**config.mk**
```make
export PLATFORM = sky130hd
export DESIGN_NAME = spi_tx_master
export DESIGN_NICKNAME = d
export VERILOG_FILES = /design/src/rtl/spi_tx_pkg.sv /design/src/rtl/spi_baud_gen.sv /design/src/rtl/spi_shifter.sv /design/src/rtl/spi_ctrl_regs.sv /design/src/rtl/spi_tx_master.sv
export SDC_FILE = /design/constraint.sdc
export NUM_CORES = 1
export LEC_CHECK = 0
export ABC_AREA = 0
export BUFFER_PORTS_ARGS = -buffer_cell sky130_fd_sc_hd__buf_2
export CAP_MARGIN = 20
export CORE_MARGIN = 1.5
export CORE_UTILIZATION = 25
export CTS_CLUSTER_DIAMETER = 120
export DETAILED_ROUTE_END_ITERATION = 6
export PLACE_DENSITY = 0.52
export SETUP_SLACK_MARGIN = 0.5
export SLEW_MARGIN = 0
export SYNTH_ARGS = -nofsm -noshare
export SYNTH_HDL_FRONTEND = slang
export SYNTH_SLANG_ARGS = --single-unit
```
**constraint.sdc**
```tcl
create_clock -name clk_i -period 3.8 [get_ports clk_i]
set_clock_uncertainty 0.15 [all_clocks]
set_input_delay 0.38 -clock clk_i [delete_from_list [all_inputs] [get_ports clk_i]]
set_output_delay 0.38 -clock clk_i [all_outputs]
set_load 0.1 [all_outputs]
```
**src/rtl/spi_tx_pkg.sv**
```systemverilog
package spi_tx_pkg;
  localparam logic [1:0] ADDR_CTRL = 2'd0;
  localparam logic [1:0] ADDR_DATA = 2'd1;
  localparam logic [1:0] ADDR_FLAG = 2'd2;

  localparam int CTRL_EN   = 0;
  localparam int CTRL_PHA  = 1;
  localparam int CTRL_POL  = 2;
  localparam int CTRL_DIV  = 8;

  localparam int STAT_BUSY = 0;
  localparam int STAT_FULL = 1;
  localparam int STAT_TXR  = 2;
  localparam int STAT_RXD  = 3;

  localparam int CLR_TXR   = 0;
  localparam int CLR_RXD   = 1;
endpackage

```
**src/rtl/spi_baud_gen.sv**
```systemverilog
module spi_baud_gen #(
  parameter int DIV_W  = 8,
  parameter int EDGES  = 16,
  parameter int EDGE_W = 5
) (
  input  logic              clk_i,
  input  logic              rst_ni,
  input  logic              en_i,
  input  logic              busy_i,
  input  logic              load_i,
  input  logic [DIV_W-1:0]  div_i,
  output logic              tick_o,
  output logic [EDGE_W-1:0] edge_num_o
);
  localparam logic [DIV_W-1:0]  MIN_DIV = DIV_W'(2);
  localparam logic [EDGE_W-1:0] E_CNT   = EDGE_W'(EDGES);

  logic [DIV_W-1:0]  cnt_q, div_eff;
  logic [EDGE_W-1:0] edge_q;

  assign div_eff    = (div_i < MIN_DIV) ? MIN_DIV : div_i;
  assign tick_o     = busy_i && (cnt_q == div_eff - 1'b1);
  assign edge_num_o = edge_q + 1'b1;

  always_ff @(posedge clk_i or negedge rst_ni) begin
    if (!rst_ni) begin
      cnt_q  <= '0;
      edge_q <= '0;
    end else if (!en_i || !busy_i || load_i) begin
      cnt_q  <= '0;
      edge_q <= '0;
    end else if (tick_o) begin
      cnt_q  <= '0;
      edge_q <= edge_num_o;
    end else begin
      cnt_q  <= cnt_q + 1'b1;
    end
  end


  edge_range_chk: assert property (@(posedge clk_i) disable iff (!rst_ni)
    busy_i |-> (edge_q < E_CNT));
endmodule

```
**src/rtl/spi_shifter.sv**
```systemverilog
module spi_shifter #(
  parameter int CHAR_W = 8,
  parameter int EDGE_W = 5
) (
  input  logic              clk_i,
  input  logic              rst_ni,
  input  logic              en_i,
  input  logic              pha_i,
  input  logic              wtx_i,
  input  logic [CHAR_W-1:0] wdata_i,
  input  logic              miso_i,
  input  logic              tick_i,
  input  logic [EDGE_W-1:0] edge_num_i,
  output logic              busy_o,
  output logic              buf_full_o,
  output logic              load_o,
  output logic              sclk_st_o,
  output logic              mosi_o,
  output logic              set_req_o,
  output logic              rx_valid_o,
  output logic [CHAR_W-1:0] rx_word_o
);
  localparam int EDGES = 2 * CHAR_W;
  localparam logic [EDGE_W-1:0] E_LAST  = EDGE_W'(EDGES);
  localparam logic [EDGE_W-1:0] E_PRE   = EDGE_W'(EDGES - 1);
  localparam logic [EDGE_W-1:0] E_SHMAX = EDGE_W'(EDGES - 2);
  localparam logic [EDGE_W-1:0] E_SHMIN = EDGE_W'(3);

  logic [CHAR_W-1:0] tx_q, rx_q, buf_q, rx_n;
  logic busy_q, full_q, sig_q, st_q;
  logic odd, lat, shf, fin, last_lat, slot, load_buf, load_dir, buf_wr, sig_now;

  assign odd      = edge_num_i[0];
  assign lat      = tick_i && (pha_i ? !odd : odd);
  assign shf      = tick_i && (pha_i ? (odd && edge_num_i >= E_SHMIN)
                                     : (!odd && edge_num_i <= E_SHMAX));
  assign fin      = tick_i && (edge_num_i == E_LAST);
  assign last_lat = lat && (edge_num_i == (pha_i ? E_LAST : E_PRE));
  assign slot     = !busy_q || fin;
  assign load_buf = en_i && slot && full_q;
  assign load_dir = en_i && slot && !full_q && wtx_i;
  assign buf_wr   = en_i && wtx_i && !load_dir;
  // buffered character announced at last latch of running one
  assign sig_now  = en_i && last_lat && full_q && !slot;
  assign rx_n     = lat ? {rx_q[CHAR_W-2:0], miso_i} : rx_q;

  assign set_req_o  = load_dir || (load_buf && !sig_q) || sig_now;
  assign load_o     = load_buf || load_dir;
  assign rx_valid_o = en_i && fin;
  assign rx_word_o  = rx_n;
  assign busy_o     = busy_q;
  assign buf_full_o = full_q;
  assign sclk_st_o  = st_q;
  assign mosi_o     = busy_q & tx_q[CHAR_W-1];

  always_ff @(posedge clk_i or negedge rst_ni) begin
    if (!rst_ni) begin
      tx_q <= '0; rx_q <= '0; buf_q <= '0;
      busy_q <= 1'b0; full_q <= 1'b0; sig_q <= 1'b0; st_q <= 1'b0;
    end else if (!en_i) begin
      busy_q <= 1'b0; full_q <= 1'b0; sig_q <= 1'b0; st_q <= 1'b0;
    end else begin
      if (tick_i) begin
        st_q <= ~st_q;
        rx_q <= rx_n;
        if (shf) tx_q <= {tx_q[CHAR_W-2:0], 1'b0};
      end
      if (fin) begin
        busy_q <= 1'b0;
        st_q   <= 1'b0;
      end
      if (load_buf) begin
        tx_q <= buf_q; busy_q <= 1'b1; st_q <= 1'b0;
      end else if (load_dir) begin
        tx_q <= wdata_i; busy_q <= 1'b1; st_q <= 1'b0;
      end
      if (buf_wr) begin
        buf_q  <= wdata_i;
        full_q <= 1'b1;
      end else if (load_buf) begin
        full_q <= 1'b0;
      end
      if (buf_wr)        sig_q <= 1'b0;
      else if (sig_now)  sig_q <= 1'b1;
      else if (load_buf) sig_q <= 1'b0;
    end
  end


  back_to_back_chk: assert property (@(posedge clk_i) disable iff (!rst_ni)
    (en_i && fin && full_q) |=> busy_o);


  disable_flush_chk: assert property (@(posedge clk_i) disable iff (!rst_ni)
    !en_i |=> (!busy_o && !buf_full_o));
endmodule

```
**src/rtl/spi_ctrl_regs.sv**
```systemverilog
module spi_ctrl_regs
  import spi_tx_pkg::*;
#(
  parameter int CHAR_W = 8,
  parameter int DIV_W  = 8,
  parameter int REG_W  = 16
) (
  input  logic              clk_i,
  input  logic              rst_ni,
  input  logic              we_i,
  input  logic [1:0]        addr_i,
  input  logic [2:0]        ctl_bits_i,
  input  logic [DIV_W-1:0]  div_wr_i,
  input  logic              busy_i,
  input  logic              buf_full_i,
  input  logic              set_req_i,
  input  logic              rx_valid_i,
  input  logic [CHAR_W-1:0] rx_word_i,
  output logic              en_o,
  output logic              pha_o,
  output logic              pol_o,
  output logic [DIV_W-1:0]  div_o,
  output logic              wtx_o,
  output logic              tx_req_o,
  output logic              rx_done_o,
  output logic [REG_W-1:0]  rdata_o
);
  logic en_q, pha_q, pol_q, txr_q, rxd_q, clr_txr, clr_rxd;
  logic [DIV_W-1:0]  div_q;
  logic [CHAR_W-1:0] rxw_q;

  assign wtx_o   = we_i && (addr_i == ADDR_DATA);
  assign clr_txr = we_i && (addr_i == ADDR_FLAG) && ctl_bits_i[CLR_TXR];
  assign clr_rxd = we_i && (addr_i == ADDR_FLAG) && ctl_bits_i[CLR_RXD];

  always_ff @(posedge clk_i or negedge rst_ni) begin
    if (!rst_ni) begin
      en_q <= 1'b0; pha_q <= 1'b0; pol_q <= 1'b0; div_q <= '0;
      txr_q <= 1'b0; rxd_q <= 1'b0; rxw_q <= '0;
    end else begin
      if (we_i && addr_i == ADDR_CTRL) begin
        en_q  <= ctl_bits_i[CTRL_EN];
        pha_q <= ctl_bits_i[CTRL_PHA];
        pol_q <= ctl_bits_i[CTRL_POL];
        div_q <= div_wr_i;
      end
      if (set_req_i)    txr_q <= 1'b1;
      else if (clr_txr) txr_q <= 1'b0;
      if (rx_valid_i) begin
        rxd_q <= 1'b1;
        rxw_q <= rx_word_i;
      end else if (clr_rxd) begin
        rxd_q <= 1'b0;
      end
    end
  end

  always_comb begin
    rdata_o = '0;
    case (addr_i)
      ADDR_CTRL: begin
        rdata_o[CTRL_EN]  = en_q;
        rdata_o[CTRL_PHA] = pha_q;
        rdata_o[CTRL_POL] = pol_q;
        rdata_o[CTRL_DIV +: DIV_W] = div_q;
      end
      ADDR_DATA: begin
        rdata_o[STAT_BUSY] = busy_i;
        rdata_o[STAT_FULL] = buf_full_i;
        rdata_o[STAT_TXR]  = txr_q;
        rdata_o[STAT_RXD]  = rxd_q;
      end
      ADDR_FLAG: rdata_o[CHAR_W-1:0] = rxw_q;
      default:   rdata_o = '0;
    endcase
  end

  assign en_o      = en_q;
  assign pha_o     = pha_q;
  assign pol_o     = pol_q;
  assign div_o     = div_q;
  assign tx_req_o  = txr_q;
  assign rx_done_o = rxd_q;


  req_sticky_chk: assert property (@(posedge clk_i) disable iff (!rst_ni)
    (tx_req_o && !clr_txr) |=> tx_req_o);


  rx_clear_chk: assert property (@(posedge clk_i) disable iff (!rst_ni)
    (clr_rxd && !rx_valid_i) |=> !rx_done_o);
endmodule

```
**src/rtl/spi_tx_master.sv**
```systemverilog
module spi_tx_master #(
  parameter int CHAR_W = 8,
  parameter int DIV_W  = 8,
  parameter int REG_W  = 16
) (
  input  logic             clk_i,
  input  logic             rst_ni,
  input  logic             we_i,
  input  logic [1:0]       addr_i,
  input  logic [REG_W-1:0] wdata_i,
  output logic [REG_W-1:0] rdata_o,
  output logic             sclk_o,
  output logic             mosi_o,
  input  logic             miso_i,
  output logic             tx_req_o,
  output logic             rx_done_o
);
  localparam int EDGES  = 2 * CHAR_W;
  localparam int EDGE_W = $clog2(EDGES + 1);

  logic en, pha, pol, wtx, busy, buf_full, load, sclk_st, set_req, rx_valid, tick;
  logic [DIV_W-1:0]  div;
  logic [CHAR_W-1:0] rx_word;
  logic [EDGE_W-1:0] edge_num;

  spi_ctrl_regs #(.CHAR_W(CHAR_W), .DIV_W(DIV_W), .REG_W(REG_W)) u_regs (
    .clk_i, .rst_ni, .we_i, .addr_i,
    .ctl_bits_i (wdata_i[2:0]),
    .div_wr_i   (wdata_i[8 +: DIV_W]),
    .busy_i     (busy),
    .buf_full_i (buf_full),
    .set_req_i  (set_req),
    .rx_valid_i (rx_valid),
    .rx_word_i  (rx_word),
    .en_o       (en),
    .pha_o      (pha),
    .pol_o      (pol),
    .div_o      (div),
    .wtx_o      (wtx),
    .tx_req_o,
    .rx_done_o,
    .rdata_o
  );

  spi_baud_gen #(.DIV_W(DIV_W), .EDGES(EDGES), .EDGE_W(EDGE_W)) u_baud (
    .clk_i, .rst_ni,
    .en_i       (en),
    .busy_i     (busy),
    .load_i     (load),
    .div_i      (div),
    .tick_o     (tick),
    .edge_num_o (edge_num)
  );

  spi_shifter #(.CHAR_W(CHAR_W), .EDGE_W(EDGE_W)) u_shift (
    .clk_i, .rst_ni,
    .en_i       (en),
    .pha_i      (pha),
    .wtx_i      (wtx),
    .wdata_i    (wdata_i[CHAR_W-1:0]),
    .miso_i,
    .tick_i     (tick),
    .edge_num_i (edge_num),
    .busy_o     (busy),
    .buf_full_o (buf_full),
    .load_o     (load),
    .sclk_st_o  (sclk_st),
    .mosi_o,
    .set_req_o  (set_req),
    .rx_valid_o (rx_valid),
    .rx_word_o  (rx_word)
  );

  assign sclk_o = pol ^ sclk_st;


  idle_write_req_chk: assert property (@(posedge clk_i) disable iff (!rst_ni)
    (we_i && addr_i == 2'd1 && en && !busy) |=> tx_req_o);


  disabled_sclk_chk: assert property (@(posedge clk_i) disable iff (!rst_ni)
    (!en && $past(!en)) |-> (sclk_o == pol && !mosi_o));
endmodule

```
# == Word level (Yosys, flattened, before mapping) ==
# Cells that the tools add are included.
# totals
ff_bits,62
in_bits,22
wordCells,115
# op_classes
addsub,3
n_lt_le_gt_ge,3
n_eq_ne,9
n_mux,36
bitwise,3
n_reduce_logical,45
# ops
op,count
two-way mux 8 bit,9
logical AND 1 bit,23
two-way mux 1 bit,21
two-way mux 5 bit,3
one-hot mux 3 bit (3 select lines),1
adder 8 x 1 -> 8 bit (second input constant),1
equality test 8 bit,1
< comparator 8 x 2 -> 1 bit (second input constant),1
!= test 4 x 1 -> 1 bit (second input constant),2
subtractor 8 x 1 -> 8 bit (second input constant),1
zero test 1 bit,7
logical OR 1 bit,6
nonzero test 2 bit,3
nonzero test 3 bit,2
adder 5 x 1 -> 5 bit (second input constant),1
equality test 5 bit,1
equality test 5 bit (second input constant),1
>= comparator 5 x 2 -> 1 bit (second input constant),1
less-or-equal comparator 5 x 4 -> 1 bit (second input constant),1
!= test 5 x 1 -> 1 bit (second input constant),1
two-way mux 4 bit,1
AND reduction 2 bit,2
!= test 3 x 1 -> 1 bit (second input constant),1
AND reduction 3 bit,1
7 further kinds,7

# == Depth between registers and ports, before layout ==
# Gate-level depths: netlist (run 1).
# depth
word_depth,14
mapped_depth,13
depth_no_buf,11

# == Hierarchy ==
# From an unflattened synthesis (run 1), not the netlist that was laid out.
# hier_totals
cells_unflattened,308
hier_area_um2,3405.8
# by_module_without_submodules
mod,instances,cells_per_inst,area_each_um2
spi_shifter,1,136,1493.9
spi_ctrl_regs,1,76,1028.5
spi_baud_gen,1,95,874.6
spi_tx_master,1,1,8.8

# == Worst setup path before layout (run 1) ==
# No wires, ideal clock.
# synth_path
path_kind,register -> register
from,register u_regs.div_q[6] (netlist: u_regs.div_o[6])
to,register u_regs.rxw_q[1]
setup_ps,125
arrival_time_ps,3542
path_slack_ps,-16
path_stages_with_launch,13
n_path_buf,2
synth_period_minus_slack_ps,3816
path_cell_list,dfrtp_1 -> or4_4 -> o21ai_0 -> ha_1 -> nor3b_1 -> xnor2_1 -> nand4_1 -> or4_1 -> buf_4 -> nor3_2 -> buf_4 -> mux2_2 -> mux2_2
# synth_between
elab_chain_cells,7
word_cells_on_any_way,9
cone_classes,1 x add/sub; 1 x order compare; 1 x eq/ne; 2 x mux; 4 x reduce/logical
# synth_rtl
element,line,rtl
from (decl),spi_ctrl_regs.sv:29,logic [DIV_W-1:0] div_q;
from (signal assigned),spi_ctrl_regs.sv:45,div_q <= div_wr_i;
< comparator 8 x 2 -> 1 bit,spi_baud_gen.sv:21,assign div_eff = (div_i < MIN_DIV) ? MIN_DIV : div_i;
two-way mux 8 bit *,spi_baud_gen.sv:21,
subtractor 8 x 1 -> 8 bit *,spi_baud_gen.sv:22,assign tick_o = busy_i && (cnt_q == div_eff - 1'b1);
equality test 8 bit *,spi_baud_gen.sv:22,
logical AND 1 bit *,spi_baud_gen.sv:22,
logical AND 1 bit (on tied branches),"spi_shifter.sv:34, spi_shifter.sv:37",
two-way mux 8 bit or logical AND 1 bit (tied branches),"spi_shifter.sv:45, spi_shifter.sv:49",
to (signal assigned),spi_ctrl_regs.sv:51,rxw_q <= rx_word_i;
to (decl),spi_ctrl_regs.sv:30,logic [CHAR_W-1:0] rxw_q;
# Mark *: on every way between the ends. The rest lies on a longest branch, timed or not.
# A chain may end at the register's enable or synchronous reset.

# == Final worst setup path (run 1) ==
# layout_path
from,register u_regs.div_q[4] (netlist: u_regs.div_o[4])
to,register u_regs.rxw_q[0]
# The elaborated chain is that of the path after synthesis.

==> results of run 1 <==
==> cell families after synthesis <==
family                     after synthesis  synth area share
buffers and inverters                   25           0.03109
DFF                                     62            0.4483
adders and majority gates               10           0.03615
xor gates and xnor gates                25           0.06327
and+or+nand+nor                        103            0.1605
AOI/OAI and AO/OA                       49            0.1012
muxes                                   49            0.1594
==> placed cells by master (no fill, tap or decap), types with 3 or more instances in the layout <==
| cell | count |
|---|---|
| sky130_fd_sc_hd__dfrtp_1 | 62 |
| sky130_fd_sc_hd__buf_2 | 41 |
| sky130_fd_sc_hd__mux2_2 | 28 |
| sky130_fd_sc_hd__nor2_1 | 21 |
| sky130_fd_sc_hd__and2_1 | 17 |
| sky130_fd_sc_hd__xor2_1 | 16 |
| sky130_fd_sc_hd__nand2_1 | 15 |
| sky130_fd_sc_hd__mux2_4 | 15 |
| sky130_fd_sc_hd__buf_4 | 13 |
| sky130_fd_sc_hd__nand3_1 | 12 |
| sky130_fd_sc_hd__o21ai_0 | 10 |
| sky130_fd_sc_hd__xnor2_1 | 9 |
| sky130_fd_sc_hd__ha_1 | 9 |
| sky130_fd_sc_hd__clkbuf_16 | 9 |
| sky130_fd_sc_hd__nor3_1 | 8 |
| sky130_fd_sc_hd__a22oi_1 | 8 |
| sky130_fd_sc_hd__inv_1 | 7 |
| sky130_fd_sc_hd__o22ai_1 | 7 |
| sky130_fd_sc_hd__mux2_1 | 6 |
| sky130_fd_sc_hd__a21oi_1 | 5 |
| sky130_fd_sc_hd__or4_4 | 3 |
| sky130_fd_sc_hd__a222oi_1 | 3 |
| sky130_fd_sc_hd__nand3b_1 | 3 |
| sky130_fd_sc_hd__buf_6 | 3 |
==> final timing paths <==
check	from	to	slack [ns]
max in group asynchronous	rst_ni	u_regs.rxw_q[3]$_DFFE_PN0P_	2.64
min	rst_ni	u_regs.div_o[0]$_DFFE_PN0P_	-0.002
max	u_regs.div_o[4]$_DFFE_PN0P_	u_regs.rxw_q[0]$_DFFE_PN0P_	0.35
max reg2reg	u_regs.div_o[4]$_DFFE_PN0P_	u_regs.rxw_q[0]$_DFFE_PN0P_	0.35
min reg2reg	u_shift.tx_q[7]$_DFFE_PN0P_	u_shift.tx_q[7]$_DFFE_PN0P_	0.33
min in group clk_i	wdata_i[11]	u_regs.div_o[3]$_DFFE_PN0P_	0.13
==> routing by layer <==
metal | vias to the layer above | track usage | part of all wire
li1 | 1260 | - | -
met1 | 1291 | 0.1558 | 0.47
met2 | 48 | 0.1967 | 0.48
met3 | 6 | 0.03679 | 0.040
met4 | 0 | 0.04265 | 0.0094
met5 | - | 0 | 0
==> registers in the layout, indices dropped and copies added, names as in the netlist <==
signal / flops
u_regs.en_o: 1
u_shift.sig_q: 1
u_regs.div_o: 8
u_regs.rxw_q: 8
u_regs.pha_o: 1
u_regs.rx_done_o: 1
u_baud.cnt_q: 8
u_shift.buf_full_o: 1
u_regs.tx_req_o: 1
u_regs.pol_o: 1
u_baud.edge_q: 5
u_shift.tx_q: 8
u_shift.busy_o: 1
u_shift.sclk_st_o: 1
u_shift.buf_q: 8
u_shift.rx_q: 8
==> where the power goes <==
| part | leakage (uW) | internal [uW] | switching, uW |
|---|---|---|---|
| clock | 0.000146 | 509 | 307 |
| combinational | 0.00104 | 209 | 357 |
| sequential | 0.000794 | 741 | 76.7 |
==> per-stage QoR <==
| step | area, um2 | util | hold slack, ns | instances | total power, uW |
|---|---|---|---|---|---|
| finish | 4418 | 0.3297 | -0.002290 | 555 | 2200 |
| global route | 4418 | 0.3297 | 0.05224 | 555 | 2314 |
| CTS | 4394 | 0.3279 | 0.03112 | 555 | 2211 |
| detailed placement | 3994 | 0.2980 | 0.3231 | 534 | 1355 |
| global placement | 3994 | 0.2980 | 0.3237 | 534 | 1346 |
| floorplan | 3565 | - | -0.06559 | 323 | 1213 |
==> area by class of cell <==
cell class	instances	share of cell area
multi-input cells	236	0.4446
flip-flops and latches	62	0.3512
repair buffers	58	0.08071
clock inverters	7	0.01671
well taps	176	0.04984
clock buffers	9	0.05098
inverters	7	0.005947
==> timing repair <==
| action | CTS | global route |
|---|---|---|
| pin swaps | 1 | 3 |
| endpoints found under the setup margin | 50 | 49 |
| gates resized for setup | 13 | 7 |
| buffers inserted | 4 | 0 |
| gates cloned | 1 | 0 |
==> metrics.txt, run 1 <==
# TYPE chip_impl_metric gauge
chip_impl_info{name="worst_hold_path_type",value="input port to async pin"} 1
chip_impl_metric{name="cp_data_required_time",unit="ns"} 3.86
chip_impl_metric{name="final-hold-violation-count",unit=""} 3
chip_impl_info{name="worstSetupPathType",value="register to register"} 1
chip_impl_metric{name="timing.critical_path.slowest_cell_delay",unit="ns"} 0.59
chip_impl_metric{name="final_net_count",unit=""} 406
chip_impl_metric{name="synth_cell_type_count",unit=""} 51
chip_impl_metric{name="post_synth_inst_count",unit=""} 323
chip_impl_metric{name="syn-num-nets",unit=""} 355
chip_impl_metric{name="first_pass_grt_wire_length",unit="um"} 13870
chip_impl_metric{name="timing.final.ws_setup",unit="ns"} 0.3472
chip_impl_metric{name="multi_input_area",unit="um2"} 1964
chip_impl_metric{name="final_max_slew_viol_count",unit=""} 0
chip_impl_metric{name="synth.ff_latch_count",unit=""} 62
chip_impl_info{name="rsz0062_at_grt",value="true"} 1
chip_impl_metric{name="clock_tree_buffer_depth",unit=""} 2
chip_impl_info{name="clk_root_buffer_cell",value="sky130_fd_sc_hd__clkbuf_16"} 1
chip_impl_info{name="leading_cell_types_by_total_area_after_synthesis",value="sky130_fd_sc_hd__dfrtp_1 45%, sky130_fd_sc_hd__mux2_2 14%, sky130_fd_sc_hd__xor2_1 4.0%, sky130_fd_sc_hd__ha_1 3.6%, sky130_fd_sc_hd__and2_1 3.1%"} 1
chip_impl_metric{name="min_period_over_period",unit=""} 0.9086
chip_impl_info{name="result_of_the_run",value="finished, violations left"} 1
chip_impl_metric{name="first_global_vias",unit=""} 2747
chip_impl_metric{name="relSlewSlack",unit=""} 0.4151
chip_impl_metric{name="vias",unit=""} 2605
chip_impl_metric{name="worst_vdd_ir",unit="uV"} 259.6
chip_impl_metric{name="hpwlAfterDp",unit="um"} 5935
chip_impl_metric{name="wl_per_cell",unit="um"} 14.95
chip_impl_metric{name="die-height",unit="um"} 120.7
chip_impl_metric{name="critPathMaxFanout",unit=""} 11
chip_impl_metric{name="post_synth_instance_area",unit="um2"} 3461
chip_impl_info{name="failed_checks",value="negative hold slack"} 1
chip_impl_metric{name="antenna_found_initial",unit=""} 0
chip_impl_metric{name="holdWs",unit="ns"} -0.002290
chip_impl_metric{name="avgViaCountPerCell",unit=""} 4.694
chip_impl_metric{name="setup-tns-final",unit="ns"} 0
chip_impl_metric{name="worst-r2r-cell-count",unit=""} 12
chip_impl_metric{name="cp.depth",unit=""} 12
chip_impl_metric{name="antenna_violating_nets_post_route",unit=""} 0
chip_impl_info{name="yosys-top-cells-count",value="62 x sky130_fd_sc_hd__dfrtp_1, 42 x sky130_fd_sc_hd__mux2_2, 24 x sky130_fd_sc_hd__nor2_1"} 1
chip_impl_metric{name="dr.pass1.iters",unit=""} 5
chip_impl_info{name="synth_top_area_cell",value="sky130_fd_sc_hd__dfrtp_1"} 1
chip_impl_info{name="cpLargestDelayFamily",value="simple AND/OR/NAND/NOR gates"} 1
chip_impl_metric{name="syn2layout_area_growth",unit="%"} 27.66
chip_impl_metric{name="grt_max_degree",unit=""} 38
chip_impl_metric{name="die-area",unit="um2"} 14560
chip_impl_metric{name="synth.top_cell.area_share",unit=""} 0.4483
chip_impl_metric{name="gp_congestion",unit=""} 0.7928
chip_impl_metric{name="die-width",unit="um"} 120.7
chip_impl_metric{name="yosysSeqAreaShare",unit=""} 0.4483
chip_impl_info{name="cts_tree",value="built"} 1
chip_impl_metric{name="yosysWarningCount",unit=""} 0
chip_impl_metric{name="timing.max_cap.violations",unit=""} 0
chip_impl_metric{name="preCtsSetupSlack",unit="ns"} 0.1598
chip_impl_metric{name="cts.reportedPaths.clkPinSlew",unit="ns"} 0.06
chip_impl_info{name="critical_path.cell_chain",value="or4_4 -> nor2_4 -> nor2_2 -> ha_4 -> nor3b_4 -> xnor2_1 -> nand4_1 -> or4_4 -> nor3_4 -> buf_12 -> mux2_2 -> mux2_2"} 1
chip_impl_metric{name="drc",unit=""} 0
chip_impl_info{name="yosys_most_used_dff",value="sky130_fd_sc_hd__dfrtp_1"} 1
chip_impl_metric{name="ctsHoldBuffers",unit=""} 0
chip_impl_metric{name="initialDrtViolationCount",unit=""} 89
chip_impl_metric{name="min_period",unit="ns"} 3.453
chip_impl_metric{name="initial_utilization",unit=""} 0.2583
chip_impl_metric{name="sequential_cell_area",unit="um2"} 1551
chip_impl_metric{name="critical_path_arrival",unit="ns"} 3.52
chip_impl_info{name="cp_slowest_cell",value="sky130_fd_sc_hd__or4_4"} 1
chip_impl_metric{name="max_freq",unit="MHz"} 289.6
chip_impl_metric{name="grt_remaining_overflow",unit=""} 0
chip_impl_metric{name="placement.io_buffers",unit=""} 41
chip_impl_metric{name="boundaryPins",unit=""} 42
chip_impl_metric{name="clock_latency",unit="ns"} 0.33
chip_impl_metric{name="routed_wirelength",unit="um"} 8298
chip_impl_metric{name="std_cell_rows",unit=""} 42
chip_impl_metric{name="syn-mean-instance-area",unit="um2"} 10.71
chip_impl_metric{name="final.fill_count",unit=""} 1369
chip_impl_metric{name="cts_num_sinks",unit=""} 62
chip_impl_metric{name="core_area",unit="um2"} 13400
chip_impl_metric{name="post_route_cells_drive_above_1_share",unit=""} 0.3588
chip_impl_metric{name="finalSetupViolCount",unit=""} 0
chip_impl_metric{name="grt.total_usage",unit=""} 0.1223
chip_impl_info{name="synth_most_common_cell",value="sky130_fd_sc_hd__dfrtp_1"} 1
chip_impl_metric{name="asyncSetResetFlopFracSynth",unit=""} 1.000
chip_impl_metric{name="synth_enable_flop_cells",unit=""} 0
chip_impl_metric{name="power.static_leakage",unit="uW"} 0.001979
chip_impl_info{name="worst_setup_path_end_kind",value="register"} 1
chip_impl_metric{name="worst_slew_pin_slew",unit="ns"} 0.8682
chip_impl_info{name="setup.worst_path.start_class",value="register"} 1
chip_impl_metric{name="htree_num_levels",unit=""} 3
chip_impl_metric{name="power_density",unit="nW/um2"} 497.9
chip_impl_metric{name="num_antenna_cells",unit=""} 0
chip_impl_metric{name="tritoncts.num_buffers",unit=""} 9
chip_impl_metric{name="buf_inv_stages_crit_path",unit=""} 1
Note: power is estimated with default switching activity, not from simulation.
==> run 2, diff against run 1 <==
--- a/config.mk
+++ b/config.mk
@@ -9,10 +9,10 @@
 export BUFFER_PORTS_ARGS = -buffer_cell sky130_fd_sc_hd__buf_2
 export CAP_MARGIN = 20
 export CORE_MARGIN = 1.5
-export CORE_UTILIZATION = 25
+export CORE_UTILIZATION = 40
 export CTS_CLUSTER_DIAMETER = 120
 export DETAILED_ROUTE_END_ITERATION = 6
-export PLACE_DENSITY = 0.52
+export PLACE_DENSITY = 0.63
 export SETUP_SLACK_MARGIN = 0.5
 export SLEW_MARGIN = 0
 export SYNTH_ARGS = -nofsm -noshare
==> run 2 against run 1 <==
Wire length is 5.6% lower. Clock power fell by 28%. Worst hold slack better by 0.13 ns. The run now ends clean. Total power fell by 6.2%. Highest routed layer unchanged.
==> metrics.txt, run 2 (synthesized netlist as in run 1, its figures left out) <==
# TYPE chip_impl_metric gauge
chip_impl_metric{name="final-hold-violation-count",unit=""} 0
chip_impl_metric{name="grt_max_degree",unit=""} 40
chip_impl_metric{name="grt_remaining_overflow",unit=""} 0
chip_impl_metric{name="gp_congestion",unit=""} 0.8033
chip_impl_metric{name="timing.max_cap.violations",unit=""} 0
chip_impl_metric{name="syn2layout_area_growth",unit="%"} 25.96
chip_impl_metric{name="cts.reportedPaths.clkPinSlew",unit="ns"} 0.07
chip_impl_metric{name="min_period",unit="ns"} 3.439
chip_impl_metric{name="antenna_found_initial",unit=""} 0
chip_impl_metric{name="timing.final.ws_setup",unit="ns"} 0.3606
chip_impl_metric{name="relSlewSlack",unit=""} 0.6049
chip_impl_info{name="layout.cells.most_common",value="sky130_fd_sc_hd__dfrtp_1"} 1
chip_impl_metric{name="grt.total_usage",unit=""} 0.1837
chip_impl_metric{name="avgViaCountPerCell",unit=""} 5.383
chip_impl_metric{name="power.static_leakage",unit="uW"} 0.001993
chip_impl_metric{name="clock_tree_buffer_depth",unit=""} 2
chip_impl_metric{name="dr.pass1.iters",unit=""} 5
chip_impl_info{name="worstSetupPathType",value="register to register"} 1
chip_impl_metric{name="final_net_count",unit=""} 415
chip_impl_metric{name="num_antenna_cells",unit=""} 0
chip_impl_metric{name="die-width",unit="um"} 96.02
chip_impl_metric{name="die-area",unit="um2"} 9219
chip_impl_metric{name="antenna_violating_nets_post_route",unit=""} 0
chip_impl_info{name="layout.cells.most_common_list",value="62 x sky130_fd_sc_hd__dfrtp_1, 41 x sky130_fd_sc_hd__buf_2, 27 x sky130_fd_sc_hd__mux2_2, 20 x sky130_fd_sc_hd__nor2_1, 17 x sky130_fd_sc_hd__and2_1"} 1
chip_impl_metric{name="wl_per_cell",unit="um"} 15.89
chip_impl_metric{name="placement.io_buffers",unit=""} 41
chip_impl_metric{name="clock_latency",unit="ns"} 0.33
chip_impl_metric{name="routed_wirelength",unit="um"} 7834
chip_impl_metric{name="tritoncts.num_buffers",unit=""} 9
chip_impl_metric{name="htree_num_levels",unit=""} 3
chip_impl_metric{name="multi_input_area",unit="um2"} 2027
chip_impl_metric{name="preCtsSetupSlack",unit="ns"} 0.1296
chip_impl_metric{name="sequential_cell_area",unit="um2"} 1551
chip_impl_metric{name="post_route_cells_drive_above_1_share",unit=""} 0.3918
chip_impl_info{name="clk_root_buffer_cell",value="sky130_fd_sc_hd__clkbuf_8"} 1
chip_impl_metric{name="core_area",unit="um2"} 8299
chip_impl_metric{name="final_max_slew_viol_count",unit=""} 0
chip_impl_metric{name="boundaryPins",unit=""} 42
chip_impl_metric{name="post_route_standard_cell_area_excluding_fillers",unit="um2"} 4359
chip_impl_metric{name="dpl-instance-area",unit="um2"} 3908
chip_impl_metric{name="post-layout-total-power",unit="uW"} 2064
chip_impl_metric{name="initialDrtViolationCount",unit=""} 141
chip_impl_metric{name="worst_vdd_ir",unit="uV"} 217.2
chip_impl_info{name="setup.worst_path.start_class",value="register"} 1
chip_impl_metric{name="finalSetupViolCount",unit=""} 0
chip_impl_metric{name="critPathMaxFanout",unit=""} 7
chip_impl_metric{name="critical_path_arrival",unit="ns"} 3.56
chip_impl_info{name="result_of_the_run",value="complete, no violations"} 1
chip_impl_metric{name="first_global_vias",unit=""} 2581
chip_impl_info{name="worst_hold_path_type",value="input port to register"} 1
chip_impl_metric{name="max_freq",unit="MHz"} 290.7
chip_impl_metric{name="holdWs",unit="ns"} 0.1290
chip_impl_metric{name="min_period_over_period",unit=""} 0.9051
chip_impl_metric{name="final.fill_count",unit=""} 744
chip_impl_metric{name="worst_slew_pin_slew",unit="ns"} 0.5926
chip_impl_metric{name="hpwlAfterDp",unit="um"} 5397
chip_impl_metric{name="vias",unit=""} 2654
chip_impl_info{name="worst_setup_path_end_kind",value="register"} 1
chip_impl_metric{name="die-height",unit="um"} 96.02
chip_impl_info{name="rsz0062_at_grt",value="true"} 1
chip_impl_metric{name="setup-tns-final",unit="ns"} 0
chip_impl_metric{name="power_density",unit="nW/um2"} 473.4
chip_impl_metric{name="initial_utilization",unit=""} 0.4170
chip_impl_metric{name="cts_num_sinks",unit=""} 62
chip_impl_info{name="cts_tree",value="built"} 1
chip_impl_metric{name="first_pass_grt_wire_length",unit="um"} 12880
chip_impl_metric{name="drc",unit=""} 0
chip_impl_metric{name="cp_data_required_time",unit="ns"} 3.92
chip_impl_metric{name="std_cell_rows",unit=""} 33
==> run 2: critical path, stage by stage, from the launching register on <==
cell and delay (ns):
sky130_fd_sc_hd__dfrtp_1 0.38, sky130_fd_sc_hd__or4_4 0.59, sky130_fd_sc_hd__nor2_4 0.16, sky130_fd_sc_hd__nor2_4 0.06, sky130_fd_sc_hd__ha_4 0.16, sky130_fd_sc_hd__nor3b_4 0.14
sky130_fd_sc_hd__xnor2_1 0.15, sky130_fd_sc_hd__nand4_1 0.10, sky130_fd_sc_hd__or4_4 0.50, sky130_fd_sc_hd__buf_6 0.15, sky130_fd_sc_hd__or4_4 0.50, sky130_fd_sc_hd__a22oi_2 0.20
sky130_fd_sc_hd__mux2_1 0.15
==> run 2: what timing repair did <==
item                                   in CTS  in global routing
resized for setup                          21                 17
setup endpoints to repair                  50                 50
pin swaps                                   6                  3
hold buffers                                1                  0
buffers inserted                            4                  5
endpoints found under the hold margin      23                  0
cloned                                      1                  1
==> run 2: path summary, 6_finish.rpt <==
path / startpoint / endpoint / slack (ns) / cells past startpoint
max in group asynchronous: rst_ni / u_regs.en_o$_DFFE_PN0P_ / 2.14 / 3
hold reg to reg: u_shift.tx_q[7]$_DFFE_PN0P_ / u_shift.tx_q[7]$_DFFE_PN0P_ / 0.35 / 1
min in group asynchronous: rst_ni / u_regs.div_o[7]$_DFFE_PN0P_ / 0.43 / 2
hold / removal: wdata_i[8] / u_regs.div_o[0]$_DFFE_PN0P_ / 0.13 / 2
setup / recovery: u_regs.div_o[4]$_DFFE_PN0P_ / u_shift.tx_q[7]$_DFFE_PN0P_ / 0.36 / 12
setup reg to reg: u_regs.div_o[4]$_DFFE_PN0P_ / u_shift.tx_q[7]$_DFFE_PN0P_ / 0.36 / 12
==> run 2: layer usage <==
| metal | global-route usage | vias to the layer above | part of all wire |
|---|---|---|---|
| met5 | 0 | - | 0 |
| met4 | 0.06740 | 0 | 0.013 |
| met3 | 0.03476 | 9 | 0.024 |
| met2 | 0.2835 | 36 | 0.47 |
| met1 | 0.2556 | 1342 | 0.49 |
| li1 | - | 1267 | - |
==> run 2: layout make-up <==
cell class	instances	share of cell area
repair buffers	66	0.09759
multi-input cells	237	0.4650
flip-flops and latches	62	0.3559
inverters	7	0.006028
well taps	105	0.03014
clock buffers	11	0.03243
clock inverters	5	0.01292
==> run 2: stage by stage <==
stage	utilization	std cells
after floorplan	-	323
after global placement	0.4708	465
after detailed placement	0.4708	465
after CTS	0.5117	487
after global routing	0.5253	493
final	0.5253	493
==> run 2: where the power goes <==
part	internal (uW)	switching (uW)
Combinational	274	382
Clock	321	264
Sequential	740	83.0
==> run 3, diff against run 2 <==
--- a/config.mk
+++ b/config.mk
@@ -17,4 +17,5 @@
 export SLEW_MARGIN = 0
 export SYNTH_ARGS = -nofsm -noshare
 export SYNTH_HDL_FRONTEND = slang
+export SYNTH_HIERARCHICAL = 1
 export SYNTH_SLANG_ARGS = --single-unit
==> run 3 against run 2 <==
The run now ends with negative setup slack left. Core utilization grew 1.5 points. Worst hold slack got worse by 0.027 ns. Clock-buffer cell count shrank 1. Sequential share of layout area down 0.65 points. Register-to-register slack worse by 0.39 ns. Flip-flop and latch count stayed put. Sequential power decreased by 2%. Final cell count fell by 0.41%. Die area fell by 1.5%. Highest routed layer unchanged.
==> metrics.txt, run 3 <==
# TYPE chip_impl_metric gauge
chip_impl_info{name="result_of_the_run",value="finished, violations left"} 1
chip_impl_info{name="failed_checks",value="negative setup slack"} 1
chip_impl_metric{name="clock_latency",unit="ns"} 0.35
chip_impl_info{name="gr-max-usage-layer",value="met2"} 1
chip_impl_metric{name="dpl-instance-area",unit="um2"} 3981
chip_impl_metric{name="synth.top_cell.area_share",unit=""} 0.4555
chip_impl_metric{name="htree_num_levels",unit=""} 3
chip_impl_metric{name="grt.met3_usage",unit=""} 0.04625
chip_impl_metric{name="grt_util_met1",unit=""} 0.2428
chip_impl_metric{name="vias",unit=""} 2609
chip_impl_metric{name="antenna_found_initial",unit=""} 0
chip_impl_metric{name="die-height",unit="um"} 95.28
chip_impl_metric{name="groute.layer.met2.usage",unit=""} 0.2991
chip_impl_info{name="setup.worst_path.start_class",value="register"} 1
chip_impl_metric{name="wl_per_cell",unit="um"} 15.88
chip_impl_metric{name="clock_tree_buffer_depth",unit=""} 2
chip_impl_metric{name="final-hold-violation-count",unit=""} 0
chip_impl_info{name="cts_tree",value="built"} 1
chip_impl_metric{name="worst_slew_pin_slew",unit="ns"} 0.8970
chip_impl_metric{name="cp_data_required_time",unit="ns"} 3.89
chip_impl_metric{name="grt_remaining_overflow",unit=""} 0
chip_impl_metric{name="critPathMaxFanout",unit=""} 9
chip_impl_metric{name="avgViaCountPerCell",unit=""} 5.314
chip_impl_metric{name="timing.max_cap.violations",unit=""} 0
chip_impl_metric{name="preCtsSetupSlack",unit="ns"} -0.07450
chip_impl_metric{name="tritoncts.num_buffers",unit=""} 9
chip_impl_info{name="worstSetupPathType",value="register to register"} 1
chip_impl_info{name="synth_top_area_cell",value="sky130_fd_sc_hd__dfrtp_1"} 1
chip_impl_metric{name="core_area",unit="um2"} 8217
chip_impl_metric{name="boundaryPins",unit=""} 42
chip_impl_metric{name="hpwlAfterDp",unit="um"} 5490
chip_impl_metric{name="initialDrtViolationCount",unit=""} 98
chip_impl_metric{name="max_freq",unit="MHz"} 261.3
chip_impl_metric{name="min_period",unit="ns"} 3.828
chip_impl_metric{name="first_global_vias",unit=""} 2644
chip_impl_metric{name="finalSetupViolCount",unit=""} 8
chip_impl_metric{name="power_density",unit="nW/um2"} 433.7
chip_impl_metric{name="antenna_violating_nets_post_route",unit=""} 0
chip_impl_info{name="leading_cell_types_by_total_area_after_synthesis",value="sky130_fd_sc_hd__dfrtp_1 46%, sky130_fd_sc_hd__mux2_2 10%, sky130_fd_sc_hd__mux2_4 4.4%, sky130_fd_sc_hd__xnor2_1 3.3%, sky130_fd_sc_hd__ha_1 2.6%"} 1
chip_impl_info{name="synth_most_common_cell",value="sky130_fd_sc_hd__dfrtp_1"} 1
chip_impl_metric{name="syn-mean-instance-area",unit="um2"} 11.06
chip_impl_metric{name="first_pass_grt_wire_length",unit="um"} 12880
chip_impl_metric{name="die-area",unit="um2"} 9077
chip_impl_info{name="rsz0062_at_grt",value="true"} 1
chip_impl_metric{name="drc",unit=""} 0
chip_impl_metric{name="buf_inv_stages_crit_path",unit=""} 2
chip_impl_metric{name="placement.io_buffers",unit=""} 41
chip_impl_metric{name="final_net_count",unit=""} 410
chip_impl_metric{name="gp_congestion",unit=""} 0.8248
chip_impl_metric{name="synth_enable_flop_cells",unit=""} 0
chip_impl_info{name="layout.cells.most_common",value="sky130_fd_sc_hd__dfrtp_1"} 1
chip_impl_metric{name="post-layout-total-power",unit="uW"} 1926
chip_impl_metric{name="post_synth_instance_area",unit="um2"} 3406
chip_impl_info{name="worst_hold_path_type",value="input port to register"} 1
chip_impl_metric{name="synth.ff_latch_count",unit=""} 62
chip_impl_metric{name="timing.reg2reg.setup_slack",unit="ns"} -0.03
chip_impl_metric{name="finish.utilization",unit=""} 0.5404
chip_impl_metric{name="critical_path_arrival",unit="ns"} 3.92
chip_impl_metric{name="grt.total_usage",unit=""} 0.1873
chip_impl_metric{name="initial_utilization",unit=""} 0.4145
chip_impl_metric{name="final_max_slew_viol_count",unit=""} 0
chip_impl_metric{name="setup-tns-final",unit="ns"} -0.1160
chip_impl_info{name="critical_path.cell_chain",value="or4_4 -> o41ai_4 -> ha_2 -> nand2b_4 -> or3_4 -> a2111oi_4 -> o2111ai_2 -> inv_2 -> nand2_2 -> o31a_1 -> o211ai_4 -> buf_12 -> mux2_2"} 1
chip_impl_metric{name="timing.final.ws_setup",unit="ns"} -0.02776
chip_impl_metric{name="grt_max_degree",unit=""} 24
chip_impl_info{name="yosys-top-cells-count",value="62 x sky130_fd_sc_hd__dfrtp_1, 31 x sky130_fd_sc_hd__mux2_2, 17 x sky130_fd_sc_hd__nand2_1, 17 x sky130_fd_sc_hd__nor2_1, 15 x sky130_fd_sc_hd__inv_1"} 1
chip_impl_metric{name="std_cell_rows",unit=""} 33
chip_impl_metric{name="die-width",unit="um"} 95.28
chip_impl_metric{name="relSlewSlack",unit=""} 0.3998
chip_impl_info{name="cp_slowest_cell",value="sky130_fd_sc_hd__or4_4"} 1
chip_impl_metric{name="post_route_cells_drive_above_1_share",unit=""} 0.4430
chip_impl_metric{name="syn2layout_area_growth",unit="%"} 30.38
chip_impl_metric{name="routed_wirelength",unit="um"} 7796
chip_impl_metric{name="num_antenna_cells",unit=""} 0
chip_impl_info{name="cpLargestDelayFamily",value="compound AO/OA/AOI/OAI gates"} 1
chip_impl_metric{name="yosysWarningCount",unit=""} 6
chip_impl_info{name="yosys_most_used_dff",value="sky130_fd_sc_hd__dfrtp_1"} 1
chip_impl_info{name="layout.cells.most_common_list",value="62 x sky130_fd_sc_hd__dfrtp_1, 41 x sky130_fd_sc_hd__buf_2, 25 x sky130_fd_sc_hd__buf_4, 25 x sky130_fd_sc_hd__mux2_4, 17 x sky130_fd_sc_hd__mux2_2"} 1
chip_impl_metric{name="power.static_leakage",unit="uW"} 0.002060
chip_impl_metric{name="dr.pass1.iters",unit=""} 4
chip_impl_metric{name="worst_vdd_ir",unit="uV"} 339.4
chip_impl_metric{name="cts.reportedPaths.clkPinSlew",unit="ns"} 0.08
chip_impl_metric{name="cts_num_sinks",unit=""} 62
chip_impl_metric{name="asyncSetResetFlopFracSynth",unit=""} 1.000
chip_impl_metric{name="timing.critical_path.slowest_cell_delay",unit="ns"} 0.57
chip_impl_metric{name="min_period_over_period",unit=""} 1.007
chip_impl_info{name="clk_root_buffer_cell",value="sky130_fd_sc_hd__clkbuf_8"} 1
chip_impl_metric{name="yosysSeqAreaShare",unit=""} 0.4555
chip_impl_metric{name="synth_cell_type_count",unit=""} 49
chip_impl_metric{name="syn-num-nets",unit=""} 337
chip_impl_metric{name="post_synth_inst_count",unit=""} 308
chip_impl_metric{name="post_route_standard_cell_area_excluding_fillers",unit="um2"} 4441
chip_impl_metric{name="final.fill_count",unit=""} 701
chip_impl_info{name="worst_setup_path_end_kind",value="register"} 1
-- run 3: cell types whose count changed in the layout (fill, tap and decap cells not counted), moves of 6 or more --
cell,before,now
sky130_fd_sc_hd__mux2_4,16,25
sky130_fd_sc_hd__o22ai_1,7,13
sky130_fd_sc_hd__mux2_2,27,17
sky130_fd_sc_hd__xor2_1,16,10
sky130_fd_sc_hd__buf_4,16,25
sky130_fd_sc_hd__nor2_1,20,7
sky130_fd_sc_hd__a22o_1,1,7
sky130_fd_sc_hd__a22oi_2,6,0
sky130_fd_sc_hd__inv_1,7,14
-- run 3: power breakdown --
group / switching (uW) / internal [uW] / total, uW
Sequential: 69.7 / 740 / 810
Clock: 285 / 324 / 608
Combinational: 295 / 213 / 508
-- run 3: final cells by class --
cell class | instances | area [um2] | share of cell area
multi-input combinational | 219 | 1998 | 0.4500
sequential | 62 | 1551 | 0.3494
clock buffer | 10 | 137.6 | 0.03099
inverter | 16 | 60.06 | 0.01352
tap | 105 | 131.4 | 0.02959
timing repair buffer | 73 | 491.7 | 0.1107
clock inverter | 6 | 70.07 | 0.01578
-- run 3: metrics by stage --
stage / instances / hold slack, ns
after global placement: 465 / 0.2438
after floorplan: 308 / -0.06559
after CTS: 486 / 0.08860
after detailed placement: 465 / 0.2515
final: 491 / 0.1021
after global routing: 491 / 0.09985
-- run 3: metal layers --
layer / share of wire / wire, um
met1: 0.46 / 3565
met2: 0.49 / 3838
met3: 0.035 / 275
met4: 0.015 / 116
met5: 0 / 0
-- run 3: path summary, 6_finish.rpt --
path / cells after the start / startpoint / endpoint
max in group asynchronous: 3 / rst_ni / u_shift/buf_q[2]$_DFFE_PN0P_
worst max register to register: 13 / u_regs/div_o[6]$_DFFE_PN0P_ / u_shift/buf_q[6]$_DFFE_PN0P_
worst min register to register: 1 / u_shift/buf_q[3]$_DFFE_PN0P_ / u_shift/buf_q[3]$_DFFE_PN0P_
min in group asynchronous: 2 / rst_ni / u_baud/edge_q[1]$_DFFE_PN0P_
worst max-delay path: 13 / u_regs/div_o[6]$_DFFE_PN0P_ / u_shift/buf_q[6]$_DFFE_PN0P_
worst min-delay path: 2 / wdata_i[3] / u_shift/buf_q[3]$_DFFE_PN0P_
-- run 3: repair_timing --
item,in CTS,in global routing
hold buffers,1,0
gates cloned,0,0
resized for setup,16,23
setup endpoints to repair,51,51
hold endpoints to repair,21,0
pin swaps,4,14
setup buffers,4,5
-- run 3: kinds of logic (layout without fill, tap and decap cells) --
| family | count (synthesis) | count (layout) | share of synthesized area |
|---|---|---|---|
| flops | 62 | 62 | 0.4555 |
| xor+xnor | 23 | 23 | 0.05915 |
| simple gates | 88 | 88 | 0.1348 |
| fa+ha+maj | 7 | 7 | 0.02572 |
| compound gates | 57 | 57 | 0.1326 |
| buf+inv | 27 | 105 | 0.03563 |
| mux | 44 | 44 | 0.1565 |
